[src/rtl/sre_pkg.sv]
`timescale 1ns/1ps
package sre_pkg;
    localparam int BYTE_W = 8;
    localparam int ADDR_W = 4;
    localparam int CNT_W  = 2;

    typedef enum logic {PH_INSTR = 1'b0, PH_DATA = 1'b1} phase_e;

    // byte address map
    localparam int DATA_BASE = 0;
    localparam int CMD_HI    = 4;
    localparam int CMD_LO    = 5;
    localparam int OFF_BASE  = 8;
    localparam int FS_BASE   = 12;

    // command high byte fields
    localparam int HI_CALRST = 7;
    localparam int HI_CLR    = 6;
    localparam int HI_DFMT   = 5;
    // command low byte fields
    localparam int LO_BITORD  = 3;
    localparam int LO_BYTEORD = 2;

    localparam logic [1:0] MODE_SLEEP = 2'b10;
    localparam logic [1:0] MODE_RSVD  = 2'b11;

    // instruction byte fields
    localparam int INS_RW     = 7;
    localparam int INS_CNT_LO = 5;
endpackage

[src/rtl/sre_shift.sv]
`timescale 1ns/1ps
module sre_shift
    import sre_pkg::*;
(
    input  logic              clk,
    input  logic              rst_n,
    input  logic              frame_i,
    input  logic              sclk_en_i,
    input  logic              sdi_i,
    input  logic              lsb_first_i,
    input  logic              load_i,
    input  logic [BYTE_W-1:0] load_byte_i,
    output logic              byte_done_o,
    output logic [BYTE_W-1:0] byte_o,
    output logic              sdo_o
);
    localparam int CW = $clog2(BYTE_W);

    typedef struct packed {
        logic [CW-1:0]     cnt;
        logic [BYTE_W-1:0] rx;
        logic [BYTE_W-1:0] tx;
    } shift_t;

    shift_t sh_d, sh_q;
    logic [BYTE_W-1:0] rx_next;

    always_comb begin
        sh_d    = sh_q;
        rx_next = lsb_first_i ? {sdi_i, sh_q.rx[BYTE_W-1:1]}
                              : {sh_q.rx[BYTE_W-2:0], sdi_i};
        byte_o      = rx_next;
        byte_done_o = frame_i && sclk_en_i && (sh_q.cnt == CW'(BYTE_W-1));
        if (!frame_i) begin
            sh_d.cnt = '0;
        end else if (sclk_en_i) begin
            sh_d.cnt = sh_q.cnt + 1'b1;
            sh_d.rx  = rx_next;
            sh_d.tx  = lsb_first_i ? {1'b0, sh_q.tx[BYTE_W-1:1]}
                                   : {sh_q.tx[BYTE_W-2:0], 1'b0};
        end
        if (load_i) sh_d.tx = load_byte_i;
        sdo_o = lsb_first_i ? sh_q.tx[0] : sh_q.tx[BYTE_W-1];
    end

    always_ff @(posedge clk or negedge rst_n) begin
        if (!rst_n) sh_q <= '0;
        else        sh_q <= sh_d;
    end


    bit_count_chk: assert property (@(posedge clk) disable iff (!rst_n)
        (frame_i && sclk_en_i) |=> (sh_q.cnt == $past(sh_q.cnt) + 1'b1));


    frame_drop_chk: assert property (@(posedge clk) disable iff (!rst_n)
        !frame_i |=> (sh_q.cnt == '0));
endmodule

[src/rtl/sre_ctrl.sv]
`timescale 1ns/1ps
module sre_ctrl
    import sre_pkg::*;
(
    input  logic              clk,
    input  logic              rst_n,
    input  logic              frame_i,
    input  logic              byte_done_i,
    input  logic [BYTE_W-1:0] byte_i,
    input  logic              cfg_byte_lsbf_i,
    input  logic              cfg_bit_lsbf_i,
    output logic              shift_lsb_o,
    output logic              load_o,
    output logic [ADDR_W-1:0] rd_addr_o,
    output logic              wr_en_o,
    output logic [ADDR_W-1:0] wr_addr_o,
    output logic [BYTE_W-1:0] wr_data_o,
    output logic              reading_o
);
    typedef struct packed {
        phase_e            phase;
        logic              rw;
        logic [CNT_W-1:0]  left;
        logic [ADDR_W-1:0] addr;
        logic              act_byte;
        logic              act_bit;
    } ctrl_t;

    ctrl_t ct_d, ct_q;
    logic [ADDR_W-1:0] addr_step;

    always_comb begin
        ct_d      = ct_q;
        addr_step = ct_q.act_byte ? ct_q.addr - 1'b1 : ct_q.addr + 1'b1;
        load_o    = 1'b0;
        wr_en_o   = 1'b0;
        wr_addr_o = ct_q.addr;
        wr_data_o = byte_i;
        rd_addr_o = (ct_q.phase == PH_INSTR) ? byte_i[ADDR_W-1:0] : addr_step;
        if (!frame_i) begin
            ct_d.phase = PH_INSTR;
        end else if (byte_done_i) begin
            if (ct_q.phase == PH_INSTR) begin
                ct_d.phase    = PH_DATA;
                ct_d.rw       = byte_i[INS_RW];
                ct_d.left     = byte_i[INS_CNT_LO +: CNT_W];
                ct_d.addr     = byte_i[ADDR_W-1:0];
                ct_d.act_byte = cfg_byte_lsbf_i;
                ct_d.act_bit  = cfg_bit_lsbf_i;
                load_o        = byte_i[INS_RW];
            end else begin
                wr_en_o = !ct_q.rw;
                if (ct_q.left == '0) begin
                    ct_d.phase = PH_INSTR;
                end else begin
                    ct_d.left = ct_q.left - 1'b1;
                    ct_d.addr = addr_step;
                    load_o    = ct_q.rw;
                end
            end
        end
        shift_lsb_o = (ct_q.phase == PH_DATA) && ct_q.act_bit;
        reading_o   = (ct_q.phase == PH_DATA) && ct_q.rw;
    end

    always_ff @(posedge clk or negedge rst_n) begin
        if (!rst_n) ct_q <= '0;
        else        ct_q <= ct_d;
    end


    order_hold_chk: assert property (@(posedge clk) disable iff (!rst_n)
        (ct_q.phase == PH_DATA && $past(ct_q.phase) == PH_DATA)
        |-> ($stable(ct_q.act_byte) && $stable(ct_q.act_bit)));


    addr_walk_chk: assert property (@(posedge clk) disable iff (!rst_n)
        (ct_q.phase == PH_DATA && byte_done_i && ct_q.left != '0)
        |=> (ct_q.addr == ($past(ct_q.act_byte) ? $past(ct_q.addr) - 1'b1
                                                : $past(ct_q.addr) + 1'b1)));
endmodule

[src/rtl/sre_regs.sv]
`timescale 1ns/1ps
module sre_regs
    import sre_pkg::*;
#(
    parameter int DATA_W = 16,
    parameter int CAL_W  = 24
) (
    input  logic              clk,
    input  logic              rst_n,
    input  logic              wr_en_i,
    input  logic [ADDR_W-1:0] wr_addr_i,
    input  logic [BYTE_W-1:0] wr_data_i,
    input  logic [ADDR_W-1:0] rd_addr_i,
    output logic [BYTE_W-1:0] rd_byte_o,
    output logic [DATA_W-1:0] data_o,
    output logic [CAL_W-1:0]  offset_o,
    output logic [CAL_W-1:0]  fullscale_o,
    output logic [1:0]        mode_o,
    output logic              dfmt_o,
    output logic              byte_lsbf_o,
    output logic              bit_lsbf_o,
    output logic [DATA_W-1:0] level_o
);
    localparam int DB = DATA_W / BYTE_W;
    localparam int CB = CAL_W / BYTE_W;

    typedef struct packed {
        logic [DATA_W-1:0] data;
        logic [CAL_W-1:0]  off;
        logic [CAL_W-1:0]  fs;
        logic              dfmt;
        logic              byte_lsbf;
        logic              bit_lsbf;
        logic [1:0]        mode;
    } regs_t;

    localparam regs_t RST_VAL = '{data: '0, off: '0, fs: '0, dfmt: 1'b0,
                                  byte_lsbf: 1'b0, bit_lsbf: 1'b0, mode: MODE_SLEEP};

    regs_t rg_d, rg_q;

    always_comb begin
        rg_d = rg_q;
        if (wr_en_i) begin
            for (int k = 0; k < DB; k++)
                if (wr_addr_i == ADDR_W'(DATA_BASE + k))
                    rg_d.data[(DB-1-k)*BYTE_W +: BYTE_W] = wr_data_i;
            for (int k = 0; k < CB; k++) begin
                if (wr_addr_i == ADDR_W'(OFF_BASE + k))
                    rg_d.off[(CB-1-k)*BYTE_W +: BYTE_W] = wr_data_i;
                if (wr_addr_i == ADDR_W'(FS_BASE + k))
                    rg_d.fs[(CB-1-k)*BYTE_W +: BYTE_W] = wr_data_i;
            end
            if (wr_addr_i == ADDR_W'(CMD_HI)) begin
                rg_d.dfmt = wr_data_i[HI_DFMT];
                if (wr_data_i[HI_CLR]) rg_d.data = '0;
                if (wr_data_i[HI_CALRST]) begin
                    rg_d.off = '0;
                    rg_d.fs  = '0;
                end
            end
            if (wr_addr_i == ADDR_W'(CMD_LO)) begin
                rg_d.bit_lsbf  = wr_data_i[LO_BITORD];
                rg_d.byte_lsbf = wr_data_i[LO_BYTEORD];
                if (wr_data_i[1:0] != MODE_RSVD) rg_d.mode = wr_data_i[1:0];
            end
        end
    end

    always_comb begin
        rd_byte_o = '0;
        for (int k = 0; k < DB; k++)
            if (rd_addr_i == ADDR_W'(DATA_BASE + k))
                rd_byte_o = rg_q.data[(DB-1-k)*BYTE_W +: BYTE_W];
        for (int k = 0; k < CB; k++) begin
            if (rd_addr_i == ADDR_W'(OFF_BASE + k))
                rd_byte_o = rg_q.off[(CB-1-k)*BYTE_W +: BYTE_W];
            if (rd_addr_i == ADDR_W'(FS_BASE + k))
                rd_byte_o = rg_q.fs[(CB-1-k)*BYTE_W +: BYTE_W];
        end
        if (rd_addr_i == ADDR_W'(CMD_HI)) rd_byte_o[HI_DFMT] = rg_q.dfmt;
        if (rd_addr_i == ADDR_W'(CMD_LO))
            rd_byte_o = {4'b0000, rg_q.bit_lsbf, rg_q.byte_lsbf, rg_q.mode};
    end

    always_ff @(posedge clk or negedge rst_n) begin
        if (!rst_n) rg_q <= RST_VAL;
        else        rg_q <= rg_d;
    end

    assign data_o      = rg_q.data;
    assign offset_o    = rg_q.off;
    assign fullscale_o = rg_q.fs;
    assign mode_o      = rg_q.mode;
    assign dfmt_o      = rg_q.dfmt;
    assign byte_lsbf_o = rg_q.byte_lsbf;
    assign bit_lsbf_o  = rg_q.bit_lsbf;
    assign level_o     = rg_q.dfmt ? rg_q.data
                                   : {~rg_q.data[DATA_W-1], rg_q.data[DATA_W-2:0]};


    clear_data_chk: assert property (@(posedge clk) disable iff (!rst_n)
        (wr_en_i && wr_addr_i == ADDR_W'(CMD_HI) && wr_data_i[HI_CLR])
        |=> (rg_q.data == '0));


    cal_reset_chk: assert property (@(posedge clk) disable iff (!rst_n)
        (wr_en_i && wr_addr_i == ADDR_W'(CMD_HI) && wr_data_i[HI_CALRST])
        |=> (rg_q.off == '0 && rg_q.fs == '0));


    rsvd_mode_chk: assert property (@(posedge clk) disable iff (!rst_n)
        (wr_en_i && wr_addr_i == ADDR_W'(CMD_LO) && wr_data_i[1:0] == MODE_RSVD)
        |=> $stable(rg_q.mode));
endmodule

[src/rtl/serial_reg_engine.sv]
`timescale 1ns/1ps
module serial_reg_engine
    import sre_pkg::*;
#(
    parameter int DATA_W = 16,
    parameter int CAL_W  = 24
) (
    input  logic              clk,
    input  logic              rst_n,
    input  logic              frame_i,
    input  logic              sclk_en_i,
    input  logic              sdi_i,
    output logic              sdo_o,
    output logic [DATA_W-1:0] data_o,
    output logic [CAL_W-1:0]  offset_o,
    output logic [CAL_W-1:0]  fullscale_o,
    output logic [1:0]        mode_o,
    output logic              dfmt_o,
    output logic              byte_lsbf_o,
    output logic              bit_lsbf_o,
    output logic [DATA_W-1:0] level_o
);
    logic              byte_done, shift_lsb, load, wr_en, reading, shift_sdo;
    logic [BYTE_W-1:0] byte_val, rd_byte, wr_data;
    logic [ADDR_W-1:0] rd_addr, wr_addr;

    sre_shift u_shift (
        .clk         (clk),
        .rst_n       (rst_n),
        .frame_i     (frame_i),
        .sclk_en_i   (sclk_en_i),
        .sdi_i       (sdi_i),
        .lsb_first_i (shift_lsb),
        .load_i      (load),
        .load_byte_i (rd_byte),
        .byte_done_o (byte_done),
        .byte_o      (byte_val),
        .sdo_o       (shift_sdo)
    );

    sre_ctrl u_ctrl (
        .clk             (clk),
        .rst_n           (rst_n),
        .frame_i         (frame_i),
        .byte_done_i     (byte_done),
        .byte_i          (byte_val),
        .cfg_byte_lsbf_i (byte_lsbf_o),
        .cfg_bit_lsbf_i  (bit_lsbf_o),
        .shift_lsb_o     (shift_lsb),
        .load_o          (load),
        .rd_addr_o       (rd_addr),
        .wr_en_o         (wr_en),
        .wr_addr_o       (wr_addr),
        .wr_data_o       (wr_data),
        .reading_o       (reading)
    );

    sre_regs #(.DATA_W(DATA_W), .CAL_W(CAL_W)) u_regs (
        .clk         (clk),
        .rst_n       (rst_n),
        .wr_en_i     (wr_en),
        .wr_addr_i   (wr_addr),
        .wr_data_i   (wr_data),
        .rd_addr_i   (rd_addr),
        .rd_byte_o   (rd_byte),
        .data_o      (data_o),
        .offset_o    (offset_o),
        .fullscale_o (fullscale_o),
        .mode_o      (mode_o),
        .dfmt_o      (dfmt_o),
        .byte_lsbf_o (byte_lsbf_o),
        .bit_lsbf_o  (bit_lsbf_o),
        .level_o     (level_o)
    );

    assign sdo_o = frame_i && reading && shift_sdo;


    sdo_quiet_chk: assert property (@(posedge clk) disable iff (!rst_n)
        !reading |-> !sdo_o);
endmodule

[config.mk]
export PLATFORM = sky130hd
export DESIGN_NAME = serial_reg_engine
export DESIGN_NICKNAME = d
export VERILOG_FILES = /design/src/rtl/sre_pkg.sv /design/src/rtl/sre_shift.sv /design/src/rtl/sre_ctrl.sv /design/src/rtl/sre_regs.sv /design/src/rtl/serial_reg_engine.sv
export SDC_FILE = /design/constraint.sdc
export NUM_CORES = 1
export LEC_CHECK = 0
export ABC_AREA = 0
export BUFFER_PORTS_ARGS = -buffer_cell sky130_fd_sc_hd__buf_2
export CORE_ASPECT_RATIO = 1.5
export CORE_MARGIN = 3
export CORE_UTILIZATION = 50
export CTS_CLUSTER_DIAMETER = 200
export DETAILED_ROUTE_END_ITERATION = 8
export PLACE_DENSITY = 0.75
export RECOVER_POWER = 100
export SLEW_MARGIN = 20
export SYNTH_ARGS = -nofsm -noshare
export SYNTH_HDL_FRONTEND = slang
export SYNTH_HIERARCHICAL = 1
export SYNTH_SLANG_ARGS = --single-unit
[constraint.sdc]
create_clock -name clk -period 2.7 [get_ports clk]
set_input_delay 0.135 -clock clk [delete_from_list [all_inputs] [get_ports clk]]
set_output_delay 0.135 -clock clk [all_outputs]
set_load 0.02 [all_outputs]
# Word level (Yosys, flattened, before mapping)
# Index checks and enable logic that the tools add are counted.
# op_classes
add_sub_neg	4
n_eq_ne	23
muxes	46
bitwise_logic	2
n_reduce_logical	19
# op_table
cell	count
8-bit two-way mux	21
65-bit two-way mux	1
4-bit equality test, second input constant	12
48-bit two-way mux	1
16-bit two-way mux	2
19-bit two-way mux	1
4-bit by 3-bit equality test with 1-bit output, second input constant	4
1-bit two-way mux	13
6-bit two-way mux	2
10-bit two-way mux	1
3-bit AND reduction	3
4-bit by 1-bit equality test with 1-bit output, second input constant	2
4-bit logical NOT	2
4-bit two-way mux	2
2-bit AND reduction	4
1-bit logical AND	6
4-bit by 1-bit adder with 4-bit output, second input constant	1
2-bit by 1-bit != test with 1-bit output, second input constant	2
2-bit != test, second input constant	2
2-bit nonzero test	2
4-bit by 1-bit subtractor with 4-bit output, second input constant	1
3-bit by 1-bit adder with 3-bit output, second input constant	1
3-bit equality test, second input constant	1
3-bit two-way mux	1
other kinds (5)	6
# totals
regBits	98
input_bits	5
output_inout_bits	86
elab_cells	110

# Depth between registers and ports, before layout
# Gate-level depths: netlist of run 1.
# logic_depth
word_depth	15
ltp_mapped	15

# Hierarchy
# Netlist of run 1, hierarchy kept.
# by_module_without_submodules
mod	n_inst	cells_each	area_each_um2	seq_area_each_um2
sre_regs	1	435	3965.1	1727.9
sre_shift	1	108	1037.2	475.5
sre_ctrl	1	84	770.7	250.2
serial_reg_engine	1	1	6.3	0.0

# Worst setup path after synthesis of run 1
# OpenSTA, ideal clock, no wires.
# synth_path
path_kind	register -> register
startpoint	register u_ctrl/ct_q[9] (netlist name)
endpoint	register u_shift/sh_q[3] (netlist name)
setup_time_ps	95
t_arrival_ps	2719
slack_ps	-114
path_stages_with_launch	15
path_buffers	5
path_cell_list	dfrtp_1 > buf_2 > buf_4 > and2_1 > buf_4 > mux2_2 > mux2_2 > buf_4 > buf_6 > o21bai_1 > a211oi_1 > o221ai_1 > a32oi_1 > nand2_1 > o31ai_1
# synth_via
elab_chain_cells	14
# synth_rtl
item	line_no	source
start, declared	sre_ctrl.sv:29	ctrl_t ct_d, ct_q;
start signal, assigned	sre_ctrl.sv:68	else ct_q <= ct_d;
1-bit logical AND *	sre_ctrl.sv:62	shift_lsb_o = (ct_q.phase == PH_DATA) && ct_q.act_bit;
via shift_lsb	serial_reg_engine.sv:23	logic byte_done, shift_lsb, load, wr_en, reading, shift_sdo;
8-bit two-way mux *	sre_shift.sv:30	rx_next = lsb_first_i ? {sdi_i, sh_q.rx[BYTE_W-1:1]}
via byte_val[0]	serial_reg_engine.sv:24	logic [BYTE_W-1:0] byte_val, rd_byte, wr_data;
4-bit two-way mux *	sre_ctrl.sv:39	rd_addr_o = (ct_q.phase == PH_INSTR) ? byte_i[ADDR_W-1:0] : addr_step;
via rd_addr[0]	serial_reg_engine.sv:25	logic [ADDR_W-1:0] rd_addr, wr_addr;
4-bit logical NOT	sre_regs.sv:73	if (rd_addr_i == ADDR_W'(DATA_BASE + k))
8-bit two-way mux (2 in a row)	sre_regs.sv:73	
8-bit two-way mux	sre_regs.sv:76	if (rd_addr_i == ADDR_W'(OFF_BASE + k))
8-bit two-way mux	sre_regs.sv:78	if (rd_addr_i == ADDR_W'(FS_BASE + k))
8-bit two-way mux	sre_regs.sv:76	
8-bit two-way mux	sre_regs.sv:78	
8-bit two-way mux	sre_regs.sv:76	
8-bit two-way mux	sre_regs.sv:78	
8-bit two-way mux *	sre_regs.sv:82	if (rd_addr_i == ADDR_W'(CMD_LO))
via rd_byte[3]	serial_reg_engine.sv:24	
8-bit two-way mux *	sre_shift.sv:42	if (load_i) sh_d.tx = load_byte_i;
end signal, assigned	sre_shift.sv:47	if (!rst_n) sh_q <= '0;
end signal, assigned	sre_shift.sv:48	else sh_q <= sh_d;
end, declared	sre_shift.sv:25	shift_t sh_d, sh_q;
# Mark *: on every way through the listed nets, which the timed path passes. The rest lies on a longest branch. The select of a mux whose other input is x is not followed.
# A chain may end at the register's enable or synchronous reset.

# Final worst setup path of run 1
# layout_path
startpoint	register u_ctrl/ct_q[1] (netlist name)
endpoint	register u_shift/sh_q[2] (netlist name)
# layout_via
elab_chain_cells	13
# layout_rtl
item	line_no	source
4-bit two-way mux *	sre_ctrl.sv:34	addr_step = ct_q.act_byte ? ct_q.addr - 1'b1 : ct_q.addr + 1'b1;
4-bit two-way mux *	sre_ctrl.sv:39	
via rd_addr[3]	serial_reg_engine.sv:25	
4-bit logical NOT	sre_regs.sv:73	
8-bit two-way mux (2 in a row)	sre_regs.sv:73	
8-bit two-way mux	sre_regs.sv:76	
8-bit two-way mux	sre_regs.sv:78	
8-bit two-way mux	sre_regs.sv:76	
8-bit two-way mux	sre_regs.sv:78	
8-bit two-way mux	sre_regs.sv:76	
8-bit two-way mux	sre_regs.sv:78	
8-bit two-way mux *	sre_regs.sv:82	
via rd_byte[2]	serial_reg_engine.sv:24	
8-bit two-way mux *	sre_shift.sv:42	
# Mark *: on every way through the listed nets, which the timed path passes. The rest lies on a longest branch.

==> results of run 1 <==
[worst max-delay path, delay by kind of cell, from the launching register on]
kind / cells / cell delay [ns]
flip-flops: 1 / 0.41
buffers and inverters: 3 / 0.41
XOR/XNOR: 1 / 0.26
AO/OA/AOI/OAI: 5 / 0.75
adder cells (fa/ha/maj): 1 / 0.28
AND/OR/NAND/NOR: 4 / 0.52
[cells in the final DEF (no fill, tap or decap), types with 11 or more instances in the layout]
cell,synthesis,layout
o21ai_0,40,36
a21oi_1,50,43
dfrtp_1,97,96
nor2b_1,15,15
nand2_1,75,74
inv_1,12,11
nand3b_1,19,19
mux2_2,16,11
nor2_1,60,57
mux2i_1,41,40
clkbuf_1,15,88
buf_4,33,42
[power by group through the flow]
stage          Clock, µW  Combinational [µW]  Sequential [µW]
2_1_floorplan          0                 375             1560
3_3_place_gp           0                 580             1570
3_5_place_dp           0                 587             1570
4_1_cts             1390                 593             1550
5_1_grt             1450                 757             1550
6_report            1380                 718             1550
[metal layers]
layer | track usage, % | up-vias | part of all wire (%)
li1 | - | 2329 | -
met1 | 33.8 | 2537 | 39
met2 | 46.9 | 244 | 50
met3 | 3.88 | 66 | 5.7
met4 | 17.5 | 0 | 5.8
met5 | 0 | - | 0
[cell type report]
| type | instances | area, µm² | share of cell area [%] |
|---|---|---|---|
| Sequential cell | 98 | 2450 | 35.6 |
| Multi-Input combinational cell | 444 | 3060 | 44.3 |
| Timing Repair Buffer | 146 | 836 | 12.1 |
| Inverter | 13 | 48.8 | 0.707 |
| Tap cell | 147 | 184 | 2.66 |
| Clock buffer | 10 | 229 | 3.32 |
| Clock inverter | 6 | 91.3 | 1.32 |
[metrics by stage]
| step | std cells | area, µm² | hold WS (ns) | power, µW | setup WS (ns) |
|---|---|---|---|---|---|
| floorplan | 628 | 5790 | -0.161 | 1940 | 0.00968 |
| global placement | 837 | 6300 | 0.211 | 2150 | 0.0616 |
| detailed placement | 837 | 6300 | 0.218 | 2160 | -0.0501 |
| CTS | 854 | 6650 | 0.105 | 3530 | 0.0128 |
| global route | 864 | 6900 | 0.119 | 3760 | -0.204 |
| finish | 864 | 6900 | 0.105 | 3640 | -0.0398 |
[registers in the layout (all words and copies together), names as in the netlist]
signal and flops:
u_regs/mode_o 2, u_regs/byte_lsbf_o 1, u_regs/dfmt_o 1, u_regs/data_o 16, u_regs/offset_o 24, u_regs/fullscale_o 24
u_shift/sh_q 19, u_regs/bit_lsbf_o 1, u_ctrl/wr_addr_o 4, u_ctrl/ct_q 6
[repair_timing]
item                       4_1_cts  5_1_grt
setup endpoints to repair        5        8
gates resized for setup          3       68
hold endpoints to repair        52        0
setup buffers                    0        9
pin swaps                        2       27
gates cloned                     0        1
hold buffers                     1        0
[worst paths after layout]
kind / start / slack [ns] / end
hold reg to reg: u_shift/sh_q[15] / 0.49 / u_shift/sh_q[15]
max in group asynchronous: rst_n / 0.41 / u_regs/fullscale_o[4]
setup / recovery: u_ctrl/ct_q[1] / -0.04 / u_shift/sh_q[2]
setup reg to reg: u_ctrl/ct_q[1] / -0.04 / u_shift/sh_q[2]
hold / removal: frame_i / 0.11 / u_ctrl/ct_q[9]
min in group asynchronous: rst_n / 0.62 / u_shift/sh_q[13]
[cell families after synthesis]
family	synth area share, %
xor+xnor	0.844
mux	10.2
buf+inv	9.37
compound gates	15.7
flops	42.5
simple gates	20.0
fa+ha+maj	1.43
==> impl_metrics.ini, run 1 <==
[synth]
synth_cells = 628
ys_warn_count = 6
yosys_register_bits = 98
synth_cell_types = 63
syn-cell-area_mm2 = 0.00578
ys_top_cells_by_area = dfrtp_1, mux2i_1, nand2_1
synth_top_area_cell = dfrtp_1
syn_nets = 639
synth_ff_type = dfrtp_1
synth_top_area_share_pct = 42.0
yosysMostFrequentCell = dfrtp_1
synth-edff-count = 0
synth_area_per_cell_um2 = 9.20
netlist_top_cells_count = dfrtp_1, nand2_1, nor2_1
ys_seq_area_share_pct = 42.5
async_flop_share_pct = 100

[worst_setup_path]
worst_setup_path_end_kind = flip-flop
critPathMaxFanout = 8
cp_cell_sequence = buf_6, ha_4, nand3_2, and2_4, xnor3_1, a21oi_4, buf_12, buf_8, nand3b_1, a211oi_2, o221ai_2, a32oi_1, nand2_1, o31ai_2
required_ns = 2.95
critPathArrivalTime_ns = 2.99
critPathKind = reg -> reg
critPathLaunchType = flip-flop
reg2reg_depth = 14
slowest_delay_ns = 0.41
cpMaxStageDelayCell = dfrtp_1

[status]
violations = negative setup slack
status = finished, violations left

[sta]
fin_tns_setup_ns = -0.113
rsz0062_at_grt = true
worst_pin_slew_ns = 1.33
final-setup-viol-count = 6
slew_violations = 0
period_needed_ns = 2.74
fin_ws_ns = -0.0398
maxSlewHeadroom_pct = 11.5
fmax_mhz = 365
hold_viol = 0
fin_crit_sh_pct = 101
skew_ns = 0.00616

[power]
vdd_drop_max_v = 0.000335
internal-power_uw = 2610
p_comb_share_pct = 19.7
power_frac_seq_pct = 42.4
powerDensity_mw_per_mm2 = 528
p_leak_uw = 0.00307
switching_share_pct = 28.4
pwr-share-clk_pct = 37.9
power_switching_uw = 1040

[drt]
first_pass_iters = 5
vias_per_cell = 5.99
route.vias.total = 5176
remaining_drc_errors = 0
wirelength_um = 18400
antenna_left = 0
wl_per_cell_um = 21.3
drtIter0Drc = 467

[clock_network]
clk_latency_ns = 0.35
clockRootBuffer = clkbuf_16
numCtsBuffers = 9
numClockSinks = 98
ctsHtreeMaxLevel = 3
cts_buffer_depth = 2
tritoncts = done
clkTransAtPathRegs_ns = 0.07

[global_route]
grt_max_degree = 54
grt_overflow_total = 0
grt_pass1_vias = 4936
grt_antenna_before_repair = 0
grt_usage_pct = 28.0
grt_pass1_wl_um = 27000

[placement]
dp_hpwl_um = 12900
io_buffers = 90
place_congestion = 1.03

[floorplan]
die_x_um = 93.8
rows = 47
initial_core_util_pct = 51.7
io_pins = 91
fp.dieH_um = 138
die-area_mm2 = 0.0129
core-area_mm2 = 0.0112

[cells_and_area]
final_nets = 723
fill_cells = 981
final_util_pct = 61.8
drive_above_1_share_pct = 19.9
num_antenna_cells = 0
syn2layout_area_growth_pct = 19.4

[min_path]
hold_class = in -> reg
hold_path_depth = 3

[flow_run]
drv_cap = 0
No activity file was read; power rests on OpenSTA's default activity.
==> inputs of run 2 (changes only) <==
--- a/config.mk
+++ b/config.mk
@@ -5,7 +5,7 @@
 export SDC_FILE = /design/constraint.sdc
 export NUM_CORES = 1
 export LEC_CHECK = 0
-export ABC_AREA = 0
+export ABC_AREA = 1
 export BUFFER_PORTS_ARGS = -buffer_cell sky130_fd_sc_hd__buf_2
 export CORE_ASPECT_RATIO = 1.5
 export CORE_MARGIN = 3
==> run 2 against run 1 <==
  * The run now ends clean
  * Clock-buffer cell count decreased by 1
  * Worst setup slack gained 0.16 ns
  * Utilization decreased by 3.8 points
  * Global-route usage down 2.3 points
  * Flip-flop and latch count unchanged
  * Clock skew rose by 0.0019 ns
  * First-iteration DRC count down 8.8%
  * Highest routed layer unchanged
==> impl_metrics.ini, run 2 <==
[worst_setup_path]
critPathMaxFanout = 7
critPathKind = reg -> reg
required_ns = 2.94
critPathArrivalTime_ns = 2.82
cpMaxStageDelayCell = dfrtp_2
cp_cell_sequence = ha_1, or2_1, nand3_1, nand3_1, and2_4, inv_1, nor2_4, nand3_1, nand3_1, nor2_2, nand4_1, nor2_2, nand2_1, nand2_1, nand2_1, inv_1, nand2_1
slowest_delay_ns = 0.45
worst_setup_path_end_kind = flip-flop
critPathLaunchType = flip-flop

[clock_network]
clockRootBuffer = clkbuf_16
numCtsBuffers = 9
clkTransAtPathRegs_ns = 0.07
numClockSinks = 98
tritoncts = done
clk_latency_ns = 0.35
cts_buffer_depth = 2
cts_setup_buffers = 0
ctsHtreeMaxLevel = 3

[floorplan]
die-area_mm2 = 0.0121
rows = 45
fp.dieH_um = 133
initial_core_util_pct = 52.4
core-area_mm2 = 0.0103
die_x_um = 90.8
io_pins = 91

[placement]
place_congestion = 0.938
dp_cells = 884
place_ws_ns = 0.0140
io_buffers = 90
dp_hpwl_um = 11300

[cells_and_area]
mostFrequentLayoutCell = nand2_1
mostFrequentLayoutCells = nand2_1, dfrtp_1, clkbuf_1
instances_no_fill = 901
final_nets = 766
drive_above_1_share_pct = 11.1
num_antenna_cells = 0
fill_cells = 986
syn2layout_area_growth_pct = 10.7

[synth]
async_flop_share_pct = 100
syn-cell-area_mm2 = 0.00540
yosysMostFrequentCell = nand2_1
synth_top_area_share_pct = 45.0
syn_nets = 698
yosys_register_bits = 98
ys_warn_count = 6
netlist_top_cells_count = nand2_1, dfrtp_1, o21ai_0
synth_simple_gate_area_share_pct = 23.2
synth_cells = 687
synthMuxAreaShare_pct = 0
synth_cell_types = 37
synth_xor_area_share_pct = 0.324
synth_area_per_cell_um2 = 7.86
synth_top_family_by_area = simple AND/OR/NAND/NOR gates
synth_top_area_cell = dfrtp_1
synth_ff_type = dfrtp_1
synth_compound_area_share_pct = 15.9
synth-edff-count = 0
ys_seq_area_share_pct = 45.4
synth-adder-area-share_pct = 1.53
ys_top_cells_by_area = dfrtp_1, nand2_1, o21ai_0

[sta]
final-setup-viol-count = 0
fin_crit_sh_pct = 95.5
skew_ns = 0.00808
fmax_mhz = 388
fin_hold_ws_ns = 0.0961
fin_ws_ns = 0.122
rsz0062_at_grt = true
period_needed_ns = 2.58
hold_viol = 0
worst_pin_slew_ns = 1.10
slew_violations = 0
maxSlewHeadroom_pct = 26.6

[global_route]
grt_overflow_total = 0
grt_antenna_before_repair = 0
grtUsageMet2_pct = 42.1
grt_usage_pct = 25.8
grt_pass1_vias = 4560
grt_pass1_wl_um = 24500
grt_max_degree = 55
grt_util_met1_pct = 34.1
use_met3_pct = 3.90
busiest_layer = met2

[drt]
route.vias.total = 4987
wl_per_cell_um = 17.4
wirelength_um = 15700
antenna_left = 0
drtIter0Drc = 426
first_pass_iters = 5
remaining_drc_errors = 0
vias_per_cell = 5.53

[power]
power_frac_seq_pct = 47.6
internal-power_uw = 2300
pwr-share-clk_pct = 41.1
powerDensity_mw_per_mm2 = 531
vdd_drop_max_v = 0.000325
p_comb_share_pct = 11.2
switching_share_pct = 27.5
power_switching_uw = 872
p_leak_uw = 0.00284

[min_path]
hold_class = in -> reg

[status]
status = finished, final reports clean

[flow_run]
drv_cap = 0
run 2: layer usage:
| metal | part of all wire [%] | vias to the layer above | routed length (µm) |
|---|---|---|---|
| met2 | 49 | 264 | 7750 |
| met1 | 40 | 2334 | 6230 |
| met4 | 3.5 | 0 | 552 |
| met3 | 7.4 | 47 | 1170 |
| li1 | - | 2342 | - |
| met5 | 0 | - | 0 |
run 2: kinds of logic after synthesis:
logic type | after synthesis
simple gates | 286
compound gates | 161
xor+xnor | 2
fa+ha+maj | 6
flops | 98
buf+inv | 134
run 2: worst paths after layout:
| path | from | endpoint | slack, ns | cells past startpoint |
|---|---|---|---|---|
| hold / removal | frame_i | u_shift/sh_q[17] | 0.1 | 3 |
| min in group asynchronous | rst_n | u_shift/sh_q[13] | 0.52 | 2 |
| max in group asynchronous | rst_n | u_ctrl/wr_addr_o[2] | 0.70 | 3 |
| hold reg to reg | u_ctrl/ct_q[0] | u_ctrl/ct_q[0] | 0.51 | 2 |
| setup / recovery | u_ctrl/wr_addr_o[2] | u_shift/sh_q[1] | 0.12 | 17 |
| setup reg to reg | u_ctrl/wr_addr_o[2] | u_shift/sh_q[1] | 0.12 | 17 |
run 2: metrics by stage:
stage	setup TNS (ns)	area (µm²)	power (µW)	util [%]
after floorplan	0	5400	1760	-
after global placement	0	5750	1870	55.8
after detailed placement	0	5750	1880	55.8
after CTS	0	6070	3180	58.9
after global routing	-0.0554	5980	3290	58.0
final	0	5980	3170	58.0
run 2: timing repair:
action                     in CTS  in global routing
pin swaps                       0                  4
hold endpoints to repair       44                  0
setup endpoints to repair       1                  8
gates cloned                    0                  0
gates resized for setup         3                 15
hold buffers                    1                  0
run 2: critical path: cells and delay by family, from the launching register on:
family / cells / cell delay, ns
adders and majority gates: 1 / 0.33
DFF: 1 / 0.45
buffers and inverters: 2 / 0.14
and+or+nand+nor: 14 / 1.55
run 2: power by group through the flow:
stage	logic, µW	registers [µW]	clock network, µW
after floorplan	223	1540	0
after global placement	332	1540	0
after CTS	345	1510	1330
after global routing	387	1520	1380
after detailed placement	338	1540	0
final	357	1510	1310
run 2: cell type report:
cell class	count	area, µm²	share of cell area (%)
clock buffer	9	225	3.77
clock inverter	7	77.6	1.30
inverter	83	315	5.27
multi-input combinational	455	2250	37.7
sequential	98	2450	41.1
tap	141	176	2.95
timing repair buffer	108	474	7.93
